===== src/rtl/clkdiv_pkg.sv =====
`timescale 1ns/1ps
package clkdiv_pkg;
  // Register word map
  localparam int WORD_W   = 32;
  localparam int SEL_LSB  = 24;
  localparam int SEL_W    = 8;
  localparam int CODE_LSB = 2;
  localparam int POL_BIT  = 1;
  localparam int PDN_BIT  = 0;

  typedef enum logic [1:0] {
    A_CFG  = 2'd0,
    A_STAT = 2'd1,
    A_CTRL = 2'd2,
    A_NONE = 2'd3
  } reg_addr_e;
endpackage


===== src/rtl/clkdiv_regs.sv =====
`timescale 1ns/1ps
module clkdiv_regs
  import clkdiv_pkg::*;
#(
  parameter int CODE_W = 3
) (
  input  logic              clk,
  input  logic              rst,
  input  logic              wr,
  input  logic [1:0]        addr,
  input  logic [WORD_W-1:0] wdata,
  output logic [WORD_W-1:0] rdata,
  output logic [CODE_W-1:0] code_q,
  output logic              pdn_q,
  output logic              pol_q
);
  logic [SEL_W-1:0]  sel_q;
  logic [WORD_W-1:0] rd_nxt;
  logic [SEL_W-1:0]  sel_in;

  assign sel_in = wdata[SEL_LSB +: SEL_W];

  always_ff @(posedge clk) begin
    if (rst) begin
      sel_q  <= '0;
      code_q <= '0;
      pdn_q  <= 1'b0;
      pol_q  <= 1'b0;
    end else if (wr) begin
      case (reg_addr_e'(addr))
        A_CFG: begin
          code_q <= wdata[CODE_LSB +: CODE_W];
          // only the single legal source (zero) is accepted
          if (sel_in == '0) sel_q <= sel_in;
        end
        A_CTRL: begin
          pdn_q <= wdata[PDN_BIT];
          pol_q <= wdata[POL_BIT];
        end
        default: ;
      endcase
    end
  end

  always_comb begin
    rd_nxt = '0;
    case (reg_addr_e'(addr))
      A_CFG: begin
        rd_nxt[SEL_LSB +: SEL_W]   = sel_q;
        rd_nxt[CODE_LSB +: CODE_W] = code_q;
      end
      A_STAT: begin
        rd_nxt[CODE_LSB +: CODE_W] = code_q;
        rd_nxt[POL_BIT]            = pol_q;
        rd_nxt[PDN_BIT]            = pdn_q;
      end
      A_CTRL: begin
        rd_nxt[POL_BIT] = pol_q;
        rd_nxt[PDN_BIT] = pdn_q;
      end
      default: ;
    endcase
  end

  always_ff @(posedge clk) begin
    if (rst) rdata <= '0;
    else     rdata <= rd_nxt;
  end
endmodule


===== src/rtl/clkdiv_core.sv =====
`timescale 1ns/1ps
module clkdiv_core #(
  parameter int CODE_W = 3
) (
  input  logic              clk,
  input  logic              rst,
  input  logic [CODE_W-1:0] pend_code,
  output logic [CODE_W-1:0] act_code,
  output logic [CODE_W-1:0] cnt_q,
  output logic              q_rise,
  output logic              odd_sel,
  output logic              bypass,
  output logic              wrap
);
  logic [CODE_W-1:0] cnt_nxt;
  logic [CODE_W-1:0] code_nxt;
  logic [CODE_W-1:0] hi_len;

  always_comb begin
    wrap     = (cnt_q == act_code);
    code_nxt = wrap ? pend_code : act_code;
    cnt_nxt  = wrap ? '0 : cnt_q + CODE_W'(1);
    // odd code -> even ratio: ratio/2 cycles high
    // even code -> odd ratio: (ratio-1)/2 cycles, the falling-edge copy adds half
    if (code_nxt[0]) hi_len = (code_nxt >> 1) + CODE_W'(1);
    else             hi_len = code_nxt >> 1;
  end

  always_ff @(posedge clk) begin
    if (rst) begin
      act_code <= '0;
      cnt_q    <= '0;
      q_rise   <= 1'b1;
    end else begin
      act_code <= code_nxt;
      cnt_q    <= cnt_nxt;
      q_rise   <= (code_nxt == '0) || (cnt_nxt < hi_len);
    end
  end

  assign bypass  = (act_code == '0);
  assign odd_sel = !bypass && !act_code[0];
endmodule


===== src/rtl/clkdiv_gate.sv =====
`timescale 1ns/1ps
module clkdiv_gate (
  input  logic clk,
  input  logic rst,
  input  logic q_rise,
  input  logic odd_sel,
  input  logic bypass,
  input  logic wrap,
  input  logic pdn,
  input  logic pol,
  output logic stop_q,
  output logic clk_out
);
  logic q_fall;

  // half-cycle delayed copy of the rising-edge phase
  always_ff @(negedge clk) begin
    if (rst) q_fall <= 1'b0;
    else     q_fall <= q_rise;
  end

  // gating only changes at an output period boundary
  always_ff @(posedge clk) begin
    if (rst)       stop_q <= 1'b0;
    else if (wrap) stop_q <= pdn;
  end

  always_comb begin
    if (stop_q)       clk_out = pol;
    else if (bypass)  clk_out = clk;
    else if (odd_sel) clk_out = q_rise | q_fall;
    else              clk_out = q_rise;
  end
endmodule


===== src/rtl/clkdiv_slice.sv =====
`timescale 1ns/1ps
module clkdiv_slice
  import clkdiv_pkg::*;
#(
  parameter int CODE_W = 3
) (
  input  logic              clk_in,
  input  logic              rst,
  input  logic              reg_wr,
  input  logic [1:0]        reg_addr,
  input  logic [WORD_W-1:0] reg_wdata,
  output logic [WORD_W-1:0] reg_rdata,
  output logic              clk_out
);
  logic [CODE_W-1:0] code_q;
  logic [CODE_W-1:0] act_code;
  logic [CODE_W-1:0] cnt_q;
  logic              pdn_q, pol_q;
  logic              q_rise, odd_sel, bypass, wrap, stop_q;

  clkdiv_regs #(.CODE_W(CODE_W)) u_regs (
    .clk    (clk_in),
    .rst    (rst),
    .wr     (reg_wr),
    .addr   (reg_addr),
    .wdata  (reg_wdata),
    .rdata  (reg_rdata),
    .code_q (code_q),
    .pdn_q  (pdn_q),
    .pol_q  (pol_q)
  );

  clkdiv_core #(.CODE_W(CODE_W)) u_core (
    .clk       (clk_in),
    .rst       (rst),
    .pend_code (code_q),
    .act_code  (act_code),
    .cnt_q     (cnt_q),
    .q_rise    (q_rise),
    .odd_sel   (odd_sel),
    .bypass    (bypass),
    .wrap      (wrap)
  );

  clkdiv_gate u_gate (
    .clk     (clk_in),
    .rst     (rst),
    .q_rise  (q_rise),
    .odd_sel (odd_sel),
    .bypass  (bypass),
    .wrap    (wrap),
    .pdn     (pdn_q),
    .pol     (pol_q),
    .stop_q  (stop_q),
    .clk_out (clk_out)
  );
endmodule


===== config.mk =====
export PLATFORM = sky130hd
export DESIGN_NAME = clkdiv_slice
export DESIGN_NICKNAME = d
export VERILOG_FILES = /design/src/rtl/clkdiv_pkg.sv /design/src/rtl/clkdiv_regs.sv /design/src/rtl/clkdiv_core.sv /design/src/rtl/clkdiv_gate.sv /design/src/rtl/clkdiv_slice.sv
export SDC_FILE = /design/constraint.sdc
export NUM_CORES = 1
export LEC_CHECK = 0
export BUFFER_PORTS_ARGS = -buffer_cell sky130_fd_sc_hd__buf_2
export CAP_MARGIN = 20
export CORE_MARGIN = 2
export CORE_UTILIZATION = 46
export DETAILED_ROUTE_END_ITERATION = 8
export GPL_ROUTABILITY_DRIVEN = 1
export PLACE_DENSITY = 0.91
export SYNTH_ARGS = -nofsm -noshare
export SYNTH_HDL_FRONTEND = slang
export SYNTH_SLANG_ARGS = --single-unit

===== constraint.sdc =====
create_clock -name clk_in -period 3.1 [get_ports clk_in]
set_input_delay 0.155 -clock clk_in [delete_from_list [all_inputs] [get_ports clk_in]]
set_output_delay 0.155 -clock clk_in [all_outputs]
set_load 0.02 [all_outputs]

* Word-level counts from Yosys, hierarchy flattened
Index checks and enable logic that the tools add are counted.
** Cells by class
- Add/subtract/negate cells :: 2
- Magnitude comparators :: 1
- Equality and inequality tests :: 3
- Mux-type cells :: 6
- Bitwise gates (word level) :: 4
- Reductions and logical operators :: 16
** Operators with widths (number)
- 2-bit OR reduction :: 5
- 3-bit 2-to-1 mux :: 3
- 8-bit logical NOT :: 1
- 3-bit logical NOT :: 2
- 2-bit AND reduction :: 2
- 2-bit by 1-bit adder with 3-bit output (second input constant) :: 1
- 3-bit by 1-bit adder with 3-bit output (second input constant) :: 1
- 3-bit equality test :: 1
- 3-bit < comparator :: 1
- 1-bit 2-to-1 mux :: 3
- 1-bit inverter :: 3
- 3-bit AND reduction :: 1
- 2-bit by 1-bit equality test with 1-bit output (second input constant) :: 1
- 2-bit equality test (second input constant) :: 1
- 1-bit logical NOT :: 2
- 2-bit logical NOT :: 1
- 1-bit logical AND :: 1
- 1-bit logical OR :: 1
- 1-bit OR :: 1
** Storage, ports and cells
- Flip-flop bits (word level) :: 54
- Input port bits :: 37
- Output and inout bits :: 33
- Word-level logic and storage cells :: 45

* Longest topological paths before layout
- Depth in word-level cells :: 6
- Depth in mapped cells :: 10
- Gate-level depth less buffers :: 9

* Cells and area by module
A second synthesis with hierarchy kept.
** Second synthesis, totals
- Cell total of the unflattened synthesis :: 159
- Area, all modules :: 1606.5 um^2
** By module, submodules not included
- clkdiv_regs :: instances 1, cells each 105, area an instance 1086.0 um^2, seq. area each 520.5 um^2
- clkdiv_core :: instances 1, cells each 44, area an instance 421.7 um^2, seq. area each 140.1 um^2
- clkdiv_gate :: instances 1, cells each 10, area an instance 98.8 um^2, seq. area each 40.0 um^2

==> run metrics <==
outcome=finished clean; post-synthesis sequential area ratio=46.4%; Final Hold Viols=0; CP max stage delay=0.29 ns; CP Class=flip-flop to primary output; Pre-antenna DRT Iters=4; Post-synth top flop=dfxtp_1; Leakage=0.000812 uW; CP delay by family, top=compound AO/OA/AOI/OAI gates; die footprint=0.00375 mm^2; Post-Synth Adder-Cell Area=4.98%; design area=0.00174 mm^2; vias in the first global route=973; Synth Cell Area=0.00151 mm^2; Post-synth top cells=dfxtp_1, and2_1, buf_4, nand2_1, nor2_1; final setup fails=0; Crit Path Max Fanout=1; Total Routed Length=2550 um; CP Capture Type=primary output; area delta synth->final=15.6%; Total GRT Usage=15.9%; Antenna Cells=0; die width=61.3 um; DRT iter0 DRCs=4; Core Box Area=0.00308 mm^2; hpwl dp=1780 um; worst-margin pin slew=0.525 ns; HP Class=input port to flip-flop; Die Y=61.3 um; Nets=238; setup TNS=0 ns; Worst VDD drop=0.000318 V; worst path cell trace=o21bai_1, a21oi_1, o31ai_1, buf_2; Synth Register Bits=35; largest family of logic cells by synthesized area=simple AND/OR/NAND/NOR gates; RSZ-0062 raised after global routing=yes; share of the synthesized area in the top cell type=46.4%; post-synthesis xor/xnor area fraction=5.06%; Critical Path RT=2.94 ns; first-pass GRT wire length=4060 um; Via density=4.43; FILL cells=256; power per cell area=521 mW/mm^2; Syn Area/Cell=9.80 um^2; effective utilization at floorplan=49.0%; area occupied by multi-input gates=684 um^2; Compound-Gate Fraction of Synth Area=4.89%; routed len/inst=10.6 um; YS warnings=0; Mapped Cells=154; clock skew=0.0518 ns; port bufs=31; maximum number of pins on one net before global-route repair=20; # DRC=0; GPL Wtd Cong=0.749; Ports=70; Row Count=20; register area=701 um^2; Worst-path clk slew=0.10 ns; Synth Area in Simple Gates=21.6%; number of synthesized flops with an enable pin=0; Rel. slew slack=64.8%; CP max stage cell=dfxtp_1; unique cell type count in the Yosys netlist=30; area leader, netlist=dfxtp_1; fraction of registers with async set/reset=0%; WP buf/inv=1; crit path DAT=2.89 ns; placed standard-cell area=0.00161 mm^2; layout cells sized above 1=24.0%; mux share of post-synthesis cell area=4.06%; Routed Antenna Nets=0; gr ovfl total=0; Synth area leaders=dfxtp_1, buf_4, and2_1; PostCTS Resize Cnt=0; antenna violations before repair=0; Startpoint Class=flip-flop; max-slew violation count=0; clock latency on the worst-skew pair=0.50 ns; MaxCap Viol Count=0; most common cell in the netlist=dfxtp_1; CTS tree=done; Via Count=1064
-- placed cells by master (no fill, tap or decap) --
cell type	n
nor2_1	8
buf_2	31
clkinv_2	1
and2_1	19
nor4_1	2
dfxtp_1	35
inv_1	5
nand3_4	1
mux2_2	1
and2_2	1
mux2i_1	5
a21oi_1	7
o21bai_1	1
xnor2_1	2
conb_1	19
nor3_1	5
nor2b_1	3
or3_1	1
ha_1	6
nand2b_1	1
clkinvlp_4	2
nand2_1	11
and3b_1	2
xor2_1	3
nand3_1	5
clkbuf_4	8
a211o_1	1
a221oi_1	1
dlygate4sd3_1	5
xnor2_2	2
o31ai_1	1
a31oi_1	1
-- final timing paths --
kind,cells after the start,slack [ns],start,to
worst max-delay path,4,0.06,u_gate.q_fall,clk_out
worst min register to register,1,0.45,u_regs.sel_q[1],u_regs.rdata[25]
worst min-delay path,3,0.03,reg_wr,u_regs.code_q[2]
worst max register to register,8,0.76,u_core.act_code[0],u_core.q_rise
-- logic make-up after synthesis --
group | count (synthesis)
adders and majority gates | 6
muxes | 6
other | 1
xor gates and xnor gates | 7
and+or+nand+nor | 59
DFF | 35
buffers and inverters | 28
AOI/OAI and AO/OA | 12
-- metrics by stage --
stage / power (uW) / setup slack, ns / std cells / hold slack (ns) / utilization, %
final: 908 / 0.0560 / 240 / 0.0259 / 56.7
after global routing: 952 / -0.0341 / 240 / 0.0211 / 56.7
after CTS: 918 / 0.0195 / 240 / 0.0143 / 56.7
after detailed placement: 609 / 0.579 / 224 / 0.414 / 52.4
after global placement: 607 / 0.583 / 224 / 0.411 / 52.4
after floorplan: 595 / 0.405 / 172 / 0.302 / -
-- layout make-up --
class	count	share of cell area, %
repair buffers	35	11.5
clock buffers	9	3.73
inverters	4	0.861
clock inverters	4	1.36
well taps	44	3.16
flip-flops and latches	35	40.2
multi-input cells	109	39.2
-- metal layers --
metal	wire length, um	part of all wire, %	track usage (%)	vias to the layer above
met3	152	6.0	6.72	10
met4	112	4.4	13.7	0
met1	1010	39	15.4	468
li1	-	-	-	543
met5	0	0	0	-
met2	1280	50	26.0	43
-- worst min-delay path: cells and delay by family --
family | cells | cell delay, ns
buffers and inverters | 1 | 0.14
AND/OR/NAND/NOR | 1 | 0.08
AO/OA/AOI/OAI | 1 | 0.05
-- what timing repair did --
| item | in CTS | in global routing |
|---|---|---|
| hold endpoints to repair | 5 | 0 |
| setup buffers | 0 | 0 |
| hold buffers | 5 | 0 |
| setup endpoints to repair | 0 | 1 |
-- power by group --
part | internal [uW] | switching, uW | leakage [uW] | total [uW]
logic | 36.2 | 57.0 | 0.000475 | 93.2
clock network | 148 | 202 | 0.0000539 | 350
registers | 457 | 7.64 | 0.000283 | 465
total | 642 | 267 | 0.000812 | 908
-- state kept, by name, summed over array words and instances (netlist names) --
signal           cells
u_core.act_code      3
u_regs.pol_q         1
u_regs.rdata        13
u_core.q_rise        1
u_regs.sel_q         8
u_core.cnt_q         3
u_gate.q_fall        1
u_regs.pdn_q         1
u_regs.code_q        3
u_gate.stop_q        1
(Power assumes the default switching activity.)
